<file path="src/rtl/fpmove_pkg.sv">
package fpmove_pkg;
  localparam int OP_W = 3;

  typedef enum logic [OP_W-1:0] {
    OPC_COPY     = 3'd0,
    OPC_ABS      = 3'd1,
    OPC_NABS     = 3'd2,
    OPC_NEG      = 3'd3,
    OPC_CSGN     = 3'd4,
    OPC_MRG_EVEN = 3'd5,
    OPC_MRG_ODD  = 3'd6,
    OPC_RSVD     = 3'd7
  } fpm_op_e;

  typedef struct packed {
    logic legal;
    logic is_merge;
    logic may_record;
  } fpm_dec_t;

  function automatic fpm_dec_t fpm_decode(input fpm_op_e op);
    fpm_dec_t d;
    d.legal      = (op != OPC_RSVD);
    d.is_merge   = (op == OPC_MRG_EVEN) || (op == OPC_MRG_ODD);
    d.may_record = d.legal && !d.is_merge;
    return d;
  endfunction

  // New sign bit for the sign-class operations
  function automatic logic fpm_new_sign(input fpm_op_e op, input logic sign_a,
                                        input logic sign_b);
    logic s;
    case (op)
      OPC_ABS:  s = 1'b0;
      OPC_NABS: s = 1'b1;
      OPC_NEG:  s = ~sign_b;
      OPC_CSGN: s = sign_a;
      default:  s = sign_b;
    endcase
    return s;
  endfunction
endpackage

</file>
<file path="src/rtl/fpmove_sign_path.sv">
module fpmove_sign_path
  import fpmove_pkg::*;
#(
  parameter int DATA_W = 64
) (
  input  fpm_op_e           op,
  input  logic [DATA_W-1:0] a,
  input  logic [DATA_W-1:0] b,
  output logic [DATA_W-1:0] y
);
  localparam int SIGN_POS = DATA_W - 1;

  logic new_sign;

  always_comb begin
    new_sign = fpm_new_sign(op, a[SIGN_POS], b[SIGN_POS]);
    y        = {new_sign, b[SIGN_POS-1:0]};
  end
endmodule

</file>
<file path="src/rtl/fpmove_merge_path.sv">
module fpmove_merge_path #(
  parameter int DATA_W = 64
) (
  input  logic              pick_even,
  input  logic [DATA_W-1:0] a,
  input  logic [DATA_W-1:0] b,
  output logic [DATA_W-1:0] y
);
  localparam int HALF  = DATA_W / 2;
  localparam int LANES = 2;

  logic [DATA_W-1:0] src [LANES];
  assign src[0] = b;
  assign src[1] = a;

  // Lane 1 (upper result half) draws from A, lane 0 from B
  for (genvar ln = 0; ln < LANES; ln++) begin : g_lane
    assign y[ln*HALF +: HALF] = pick_even ? src[ln][DATA_W-1 -: HALF]
                                          : src[ln][HALF-1:0];
  end
endmodule

</file>
<file path="src/rtl/fpmove_ctrl.sv">
module fpmove_ctrl
  import fpmove_pkg::*;
(
  input  logic    in_valid,
  input  logic    unit_en,
  input  logic    rec_bit,
  input  fpm_op_e op,
  output logic    do_write,
  output logic    do_cond,
  output logic    do_exc,
  output logic    use_merge
);
  fpm_dec_t dec;

  always_comb begin
    dec       = fpm_decode(op);
    do_exc    = in_valid && !unit_en;
    do_write  = in_valid && unit_en && dec.legal;
    do_cond   = in_valid && unit_en && rec_bit && dec.may_record;
    use_merge = dec.is_merge;
  end
endmodule

</file>
<file path="src/rtl/fpmove_unit.sv">
module fpmove_unit
  import fpmove_pkg::*;
#(
  parameter int DATA_W = 64,
  parameter int STAT_W = 32,
  parameter int COND_W = 4
) (
  input  logic              clk,
  input  logic              rst_n,
  input  logic              in_valid,
  input  logic [2:0]        op_sel,
  input  logic              rec_bit,
  input  logic              unit_en,
  input  logic [STAT_W-1:0] stat_word,
  input  logic [DATA_W-1:0] opnd_a,
  input  logic [DATA_W-1:0] opnd_b,
  output logic [DATA_W-1:0] res_data,
  output logic              res_we,
  output logic [COND_W-1:0] cond_val,
  output logic              cond_we,
  output logic              unavail_exc
);
  fpm_op_e           op;
  logic [DATA_W-1:0] sign_res;
  logic [DATA_W-1:0] merge_res;
  logic [DATA_W-1:0] next_res;
  logic              do_write;
  logic              do_cond;
  logic              do_exc;
  logic              use_merge;
  logic [COND_W-1:0] stat_top;

  assign op       = fpm_op_e'(op_sel);
  assign stat_top = stat_word[STAT_W-1 -: COND_W];

  fpmove_ctrl u_ctrl (
    .in_valid (in_valid),
    .unit_en  (unit_en),
    .rec_bit  (rec_bit),
    .op       (op),
    .do_write (do_write),
    .do_cond  (do_cond),
    .do_exc   (do_exc),
    .use_merge(use_merge)
  );

  fpmove_sign_path #(.DATA_W(DATA_W)) u_sign (
    .op(op),
    .a (opnd_a),
    .b (opnd_b),
    .y (sign_res)
  );

  fpmove_merge_path #(.DATA_W(DATA_W)) u_merge (
    .pick_even(op == OPC_MRG_EVEN),
    .a        (opnd_a),
    .b        (opnd_b),
    .y        (merge_res)
  );

  assign next_res = use_merge ? merge_res : sign_res;

  always_ff @(posedge clk) begin
    if (!rst_n) begin
      res_data    <= '0;
      res_we      <= 1'b0;
      cond_val    <= '0;
      cond_we     <= 1'b0;
      unavail_exc <= 1'b0;
    end else begin
      res_we      <= do_write;
      cond_we     <= do_cond;
      unavail_exc <= do_exc;
      if (do_write) res_data <= next_res;
      if (do_cond)  cond_val <= stat_top;
    end
  end
endmodule

</file>
<file path="config.mk">
export PLATFORM = sky130hd
export DESIGN_NAME = fpmove_unit
export DESIGN_NICKNAME = d
export VERILOG_FILES = /design/src/rtl/fpmove_pkg.sv /design/src/rtl/fpmove_sign_path.sv /design/src/rtl/fpmove_merge_path.sv /design/src/rtl/fpmove_ctrl.sv /design/src/rtl/fpmove_unit.sv
export SDC_FILE = /design/constraint.sdc
export NUM_CORES = 1
export LEC_CHECK = 0
export CAP_MARGIN = 20
export CORE_MARGIN = 10
export CORE_UTILIZATION = 30
export DETAILED_ROUTE_END_ITERATION = 10
export PLACE_DENSITY = 0.68
export REMOVE_ABC_BUFFERS = 1
export SYNTH_ARGS = -nofsm -noshare
export SYNTH_HDL_FRONTEND = slang
export SYNTH_SLANG_ARGS = --single-unit
</file>
<file path="constraint.sdc">
create_clock -name clk -period 1.58 [get_ports clk]
set_input_delay 0.316 -clock clk [delete_from_list [all_inputs] [get_ports clk]]
set_output_delay 0.316 -clock clk [all_outputs]
set_load 0.02 [all_outputs]
</file>
# Word-level counts from Yosys, hierarchy flattened
# Cells that the tools add are included.
# Widths: inputs -> output; s select.
# totals
regBits,71
input_bits,168
out_inout_bits,71
wordCells,26
# op_classes
eq_ne,7
muxes,4
n_bitwise,1
reduce_logical,9
# ops
operator,count
$mux 32,2
$mux 64,1
$eq 3x3->1 const B,3
$eq 3x2->1 const B,2
$logic_and 1x1->1,6
$pmux 1 s4,1
$eq 3x1->1 const B,1
$ne 3x3->1 const B,1
$logic_not 1->1,2
$logic_or 1x1->1,1
$not 1->1,1

# Depth between registers and ports, before layout
# Gate-level depths: netlist (run 1).
# logic_depth
ltp_word,5
ltp_mapped,6

# By module
# From an unflattened synthesis (run 1), not the netlist that was laid out.
# unflattened
cells_unflattened,454
hier_area_um2,4633.2
# by_module_without_submodules
mod,instances,cells_per_inst,area_per_inst_um2
fpmove_unit,1,305,2987.9
fpmove_merge_path,1,71,1077.3
fpmove_sign_path,1,71,523.0
fpmove_ctrl,1,7,45.0

# Worst setup path before layout (run 1)
# No wires, ideal clock.
# synth_path
path_kind,input-to-reg
startpoint,in op_sel[1]
endpoint,reg res_data[46]
setup_time_ps,119
arrival_ps,1215
required_ps,1461
path_slack_ps,247
cell_stages,6
path_buffers,3
path_cell_list,buf_2 -> nand3_2 -> and2_1 -> buf_6 -> buf_6 -> o221a_2
# synth_via
elab_chain_cells,3
word_cells_on_any_way,7
# synth_rtl
item,line,source
"start, declared",fpmove_unit.sv:11,"input logic [2:0] op_sel,"
"$eq 3x3->1, on equally long branches","fpmove_pkg.sv:24, fpmove_unit.sv:55",
$mux 32 / $logic_or 1x1->1 (equally long branches),"fpmove_merge_path.sv:18, fpmove_pkg.sv:24",
$mux 64,fpmove_unit.sv:61,assign next_res = use_merge ? merge_res : sign_res;
"end signal, assigned",fpmove_unit.sv:74,if (do_write) res_data <= next_res;
"end, declared",fpmove_unit.sv:17,"output logic [DATA_W-1:0] res_data,"
# Parallel ways exist; a longest one is shown, timed or not.
# A chain may end at the register's enable or synchronous reset.

# Final worst setup path (run 1)
# layout_path
startpoint,in unit_en
endpoint,reg res_data[35]
# layout_via
elab_chain_cells,2
# layout_rtl
item,line,source
"start, declared",fpmove_unit.sv:13,"input logic unit_en,"
$logic_and 1x1->1 (2 in series),fpmove_ctrl.sv:18,do_write = in_valid && unit_en && dec.legal;
# Every way passes these cells.

==> impl_metrics.csv, run 1 <==
group,metric,value,unit
outcome,status,"finished clean",
worst_setup_path,cp_top_family,"buffers and inverters",
route,dr_wl_met2,7710,um
yosys,synth_area_leaders,"dfxtp_1 37%, o221a_2 16%, a21oi_1 9.1%",
die,die-area,17600,sq um
yosys,netlist_instances,443,
yosys,avgSynthCellArea,8.61,sq um
min_path,worstHoldStart,"rst_n",
route,drtIter0Drc,250,
yosys,yosys.area.top_type,"dfxtp_1",
cts,cts_setup_buffers,0,
die,core_area,12500,sq um
finish,multi_input_area,1980,sq um
cts,cts_buffer_depth,2,
cts,numCtsBuffers,9,
worst_setup_path,crit_slowest_cell,"clkdlybuf4s50_1",
yosys,synth_top_area_frac,0.373,
sta,max_freq,677,MHz
finish,final_nets,806,
worst_setup_path,arrival,1.70,ns
pwr,ir_drop,0.458,mV
worst_setup_path,path_max_fanout,18,
route,wl_per_cell,19.6,um
cts,insertion_delay,0.32,ns
pwr,combPwrFrac,0.238,
worst_setup_path,ff2ff_setup_slack,0.87,ns
pwr,p_leak,2.78,nW
min_path,hold_path_end,"res_data[23]",
worst_setup_path,startpoint_type,"primary input",
route,m1WireLength,6780,um
cts,cts_tree,"done",
die,die_h,133,um
die,pin_count,239,
worst_setup_path,timing.rr.end,"res_data[0]",
sta,tightest_slew,0.369,ns
worst_setup_path,cp.required,1.80,ns
pwr,p_int,0.00406,W
sta,fin_crit_sh,0.935,
worst_setup_path,crit_path_max_incr_delay,0.47,ns
min_path,whs_path_depth,2,
placement,post-place-ws,-0.251,ns
global_route,antenna_found_initial,0,
worst_setup_path,critPathBufInv,2,
pwr,p_seq_frac,0.352,
finish,final_cells,815,
finish,layout-drive-gt1-share,0.163,
finish,fillCellCount,1232,
placement,placedCellCount,799,
yosys,netlist_area,3810,sq um
finish,area_delta_synth_final,66.7,%
sta,skew,0,ns
global_route,grt_pass1_vias,4479,
job,cap_violations,0,
placement,io_buffers,210,
route,remaining_drc_errors,0,
die,chipWidth,133,um
global_route,grt_max_degree,35,
route,dr_total_vias,4294,
pwr,p_per_area,878,nW/um^2
die,initial_core_util,0.305,
worst_setup_path,path_cells,"clkdlybuf4s50_1 > and2_1 > buf_4 > o221ai_1 > o221a_1",
cts,cts.clk_slew.worst_paths,0.06,ns
sta,final.min_clock_period,1.48,ns
sta,hold_viol,0,
min_path,hold_path.class,"in2reg",
worst_setup_path,r2r_cells,1,
global_route,globalRouteOverflowTotal,0,
yosys,synth-warning-count,0,
route,drtAntennaViolNets,0,
sta,finalSetupViolCount,0,
route,via_per_inst,5.27,
pwr,clockPowerShare,0.409,
finish,num_antenna_cells,0,
route,dr_wl_met3,1110,um
die,row_count,41,
pwr,p_sw_frac,0.272,
sta,grt_setup_unrepaired,"no",
cts,root_buffer,"clkbuf_16",
placement,post-dp-hpwl,11900,um
route,wl,16000,um
route,highest_layer,"met4",
yosys,ys_ff_latch,71,
placement,gp_congestion,0.776,
pwr,switchingPower,0.00152,W
yosys,yosys.cell_types.count,30,
worst_setup_path,timing.rr.start,"res_data[0]",
cts,cts-htree-levels,3,
sta,setup_ws,0.102,ns
yosys,synth-seq-area-share,0.373,
cts,clock_sinks,71,
sta,slew_violations,0,
route,first_pass_iters,5,
finish,seqCellArea,1420,sq um
pwr,power.total,0.00558,W
global_route,gr-usage-all-layers,0.174,
global_route,grt_pass1_wl,25200,um
sta,relSlewSlack,0.754,
worst_setup_path,crit_type,"in2reg",
worst_setup_path,end_kind,"flip-flop",
## power groups by stage
stage / Combinational, W / Sequential [W] / Clock, W
after floorplan: 0.000381 / 0.00215 / 0
after global placement: 0.00140 / 0.00201 / 0
after detailed placement: 0.00142 / 0.00201 / 0
after CTS: 0.00134 / 0.00197 / 0.00233
after global routing: 0.00144 / 0.00198 / 0.00240
final: 0.00133 / 0.00197 / 0.00229
## final cells by class
type	count	share of cell area
clock inverters	5	0.0126
flip-flops and latches	71	0.224
clock buffers	11	0.0398
multi-input cells	286	0.312
inverters	32	0.0189
repair buffers	238	0.360
well taps	172	0.0339
## registers in the layout, summed over array words and instances (netlist names)
signal	count
cond_val	4
cond_we	1
res_data	64
res_we	1
unavail_exc	1
## per-layer routing
metal  GRT usage  vias up
li1            -     2059
met1       0.208     2029
met2       0.291      173
met3      0.0515       33
met4      0.0630        0
met5           0        -
## timing repair
| action | in CTS | in global routing |
|---|---|---|
| resized for setup | 69 | 2 |
| endpoints found under the setup margin | 69 | 2 |
| hold buffers | 0 | 0 |
## cell families (layout without fill, tap and decap cells)
family,count (synthesis),in the layout,synth area share
compound gates,204,204,0.425
buf+inv,86,286,0.110
simple gates,81,81,0.0899
flops,71,71,0.373
xor+xnor,1,1,0.00230
## layout by cell type, fill, tap and decap left out, types with 2 or more instances in the layout
| master | n |
|---|---|
| and2_1 | 2 |
| clkbuf_8 | 2 |
| a21boi_0 | 31 |
| buf_4 | 22 |
| dfxtp_1 | 71 |
| dlymetal6s2s_1 | 2 |
| o21ai_0 | 6 |
| a21oi_1 | 69 |
| clkbuf_16 | 9 |
| buf_12 | 6 |
| inv_1 | 32 |
| nor2_1 | 64 |
| o221a_2 | 54 |
| bufinv_16 | 2 |
| clkdlybuf4s50_1 | 135 |
| nand2_1 | 3 |
| o221ai_1 | 30 |
| dlygate4sd2_1 | 69 |
| clkinvlp_4 | 2 |
| nand4_1 | 4 |
| o221a_1 | 9 |
| buf_2 | 4 |
## metrics by stage
| step | area (sq um) | setup TNS [ns] | hold WS [ns] | util |
|---|---|---|---|---|
| 3_3_place_gp | 6110 | -10.82 | 0.466 | 0.488 |
| 4_1_cts | 6350 | 0 | 0.393 | 0.507 |
| 6_report | 6360 | 0 | 0.395 | 0.508 |
| 3_5_place_dp | 6110 | -11.57 | 0.478 | 0.488 |
| 2_1_floorplan | 3510 | -68.62 | 0.392 | - |
| 5_1_grt | 6360 | 0 | 0.406 | 0.508 |
## Yosys cell counts
library cell and number:
a21boi_0 31, a21oi_1 69, a2bb2oi_1 1, a311oi_1 1, and2_1 3, and3_1 1, buf_1 1, buf_2 23
buf_4 4, buf_6 7, clkbuf_1 19, dfxtp_1 71, inv_1 32, nand2_1 3, nand3_1 1, nand3_2 1
nand3b_1 1, nand4_1 4, nor2_1 64, nor2b_1 1, nor3_1 1, nor3b_1 1, o211ai_1 1, o21a_1 1
o21ai_0 6, o221a_1 9, o221a_2 54, o221ai_1 30, o311ai_0 1, xor2_1 1
## worst max path at each step
stage / end / startpoint / depth (start not counted)
floorplan: res_data[41] / unit_en / 3
global placement: res_data[35] / unit_en / 5
detailed placement: res_data[45] / in_valid / 5
CTS: unavail_exc / unavail_exc / 1
global route: res_data[51] / unit_en / 5
finish: res_data[35] / unit_en / 5
Note: power is estimated with default switching activity, not from simulation.
==> run 2, diff against run 1 <==
--- a/config.mk
+++ b/config.mk
@@ -9,6 +9,7 @@
 export CORE_MARGIN = 10
 export CORE_UTILIZATION = 30
 export DETAILED_ROUTE_END_ITERATION = 10
+export GPL_TIMING_DRIVEN = 0
 export PLACE_DENSITY = 0.68
 export REMOVE_ABC_BUFFERS = 1
 export SYNTH_ARGS = -nofsm -noshare
==> run 2 against run 1 <==
Net effect: via count decreased by 0.16%; wire length increased by 3.2%; largest power group unchanged; highest routed layer unchanged; sequential share of layout area decreased by 0.34 points.
==> impl_metrics.csv, run 2 (same netlist as run 1, synthesis figures left out) <==
group,metric,value,unit
pwr,p_int,0.00390,W
global_route,grt_max_degree,44,
sta,relSlewSlack,0.621,
pwr,combPwrFrac,0.260,
route,via_per_inst,5.32,
route,wl,16500,um
cts,numCtsBuffers,9,
worst_setup_path,cp.required,1.26,ns
cts,cts-htree-levels,3,
global_route,top_usage_layer,"met2",
placement,gp_congestion,0.752,
finish,layout-drive-gt1-share,0.155,
sta,fin_tns_setup,0,ns
die,core_area,12500,sq um
pwr,switchingPower,0.00148,W
finish,final_cell_mix,"134 x clkdlybuf4s50_1, 71 x dfxtp_1, 69 x a21oi_1",
worst_setup_path,path_cells,"clkdlybuf4s50_1",
pwr,ir_drop,0.418,mV
global_route,grt_pass1_vias,4449,
sta,slew_violations,0,
route,wl_per_cell,20.4,um
finish,fillCellCount,1222,
finish,largest_reg_flops,64,
job,cap_violations,0,
cts,root_buffer,"clkbuf_16",
global_route,grt_use_met2,0.298,
min_path,hold_path.class,"in2reg",
finish,fin_area,6460,sq um
global_route,grt_pass1_wl,25400,um
pwr,clockPowerShare,0.375,
worst_setup_path,critPathBufInv,1,
pwr,p_leak,2.81,nW
worst_setup_path,end_kind,"output port",
outcome,status,"finished clean",
finish,final_common_cell,"clkdlybuf4s50_1",
sta,final.min_clock_period,1.54,ns
global_route,met1_usage,0.217,
pwr,p_sw_frac,0.276,
cts,hold_buffers,0,
route,drtIter0Drc,239,
pwr,p_seq_frac,0.365,
worst_setup_path,crit_type,"reg2out",
route,first_pass_iters,6,
sta,grt_setup_unrepaired,"no",
cts,cts.clk_slew.worst_paths,0.06,ns
finish,num_antenna_cells,0,
global_route,globalRouteOverflowTotal,0,
placement,post-dp-hpwl,11500,um
worst_setup_path,path_max_fanout,1,
finish,seqCellArea,1420,sq um
pwr,p_per_area,833,nW/um^2
die,initial_core_util,0.305,
die,pin_count,239,
sta,skew,0,ns
finish,area_delta_synth_final,69.3,%
pwr,power.total,0.00538,W
sta,hold_viol,0,
die,chipWidth,133,um
worst_setup_path,cp_top_family,"buffers and inverters",
cts,cts_tree,"done",
finish,final_cells,806,
worst_setup_path,crit_path_max_incr_delay,0.60,ns
cts,insertion_delay,0.32,ns
route,dr_total_vias,4287,
die,row_count,41,
route,remaining_drc_errors,0,
placement,placedCellCount,780,
sta,fin_crit_sh,0.973,
finish,max_flop_register,"res_data",
worst_setup_path,startpoint_type,"flip-flop",
global_route,globalRouteMet3Util,0.0405,
global_route,antenna_found_initial,0,
worst_setup_path,arrival,1.22,ns
finish,final_nets,797,
worst_setup_path,crit_slowest_cell,"clkdlybuf4s50_1",
sta,tightest_slew,0.568,ns
finish,multi_input_area,2040,sq um
placement,place_area,6050,sq um
die,die-area,17600,sq um
sta,finalSetupViolCount,0,
cts,clock_sinks,71,
die,die_h,133,um
global_route,gr-usage-all-layers,0.177,
route,drtAntennaViolNets,0,
sta,max_freq,650,MHz
finish,reg.largest.list,"res_data: 64 flops, cond_val: 4 flops",
placement,io_buffers,210,
cts,cts_buffer_depth,2,
## run 2: cell count changes in the layout (fill, tap and decap cells not counted), sizes merged, moves of 2 or more
cell,previous run,this run
buf,32,20
clkbuf,11,13
clkinv,1,3
clkinvlp,2,0
dlymetal6s2s,2,4
## run 2: what timing repair did
action                                  CTS  global route
endpoints found under the setup margin  137            50
resized for setup                        80             6
pin swaps                                 3             0
cloned                                    2             1
setup buffers                             7             0
## run 2: area by class of cell
| class | instances | share of cell area |
|---|---|---|
| clock buffers | 12 | 0.0382 |
| clock inverters | 4 | 0.00698 |
| inverters | 32 | 0.0186 |
| multi-input cells | 288 | 0.316 |
| flip-flops and latches | 71 | 0.220 |
| well taps | 172 | 0.0333 |
| repair buffers | 227 | 0.367 |
## run 2: metrics by stage
| step | worst slack [ns] | util | hold slack (ns) |
|---|---|---|---|
| floorplan | -1.11 | - | 0.392 |
| global placement | -4.12 | 0.466 | 0.463 |
| detailed placement | -1.40 | 0.483 | 0.476 |
| CTS | 0.00552 | 0.512 | 0.481 |
| global route | 0.00533 | 0.516 | 0.292 |
| finish | 0.0426 | 0.516 | 0.275 |
## run 2: power groups by stage
stage / combinational, W / sequential (W) / clock (W)
finish: 0.00140 / 0.00197 / 0.00202
global route: 0.00150 / 0.00198 / 0.00214
CTS: 0.00140 / 0.00197 / 0.00206
detailed placement: 0.00140 / 0.00201 / 0
global placement: 0.00134 / 0.00200 / 0
floorplan: 0.000381 / 0.00215 / 0
## run 2: final timing paths
check               startpoint      endpoint  slack, ns  cells past startpoint
hold / removal         unit_en   unavail_exc       0.28                      2
hold reg to reg    cond_val[0]   cond_val[0]       0.48                      2
setup reg to reg  res_data[46]  res_data[46]       0.87                      1
setup / recovery   unavail_exc   unavail_exc       0.04                      1
## run 2: routing by layer
metal / up-vias / part of all wire / wire length [um]
li1: 2049 / - / -
met2: 166 / 0.48 / 7940
met4: 0 / 0.020 / 337
met5: - / 0 / 0
met3: 24 / 0.055 / 902
met1: 2048 / 0.44 / 7280
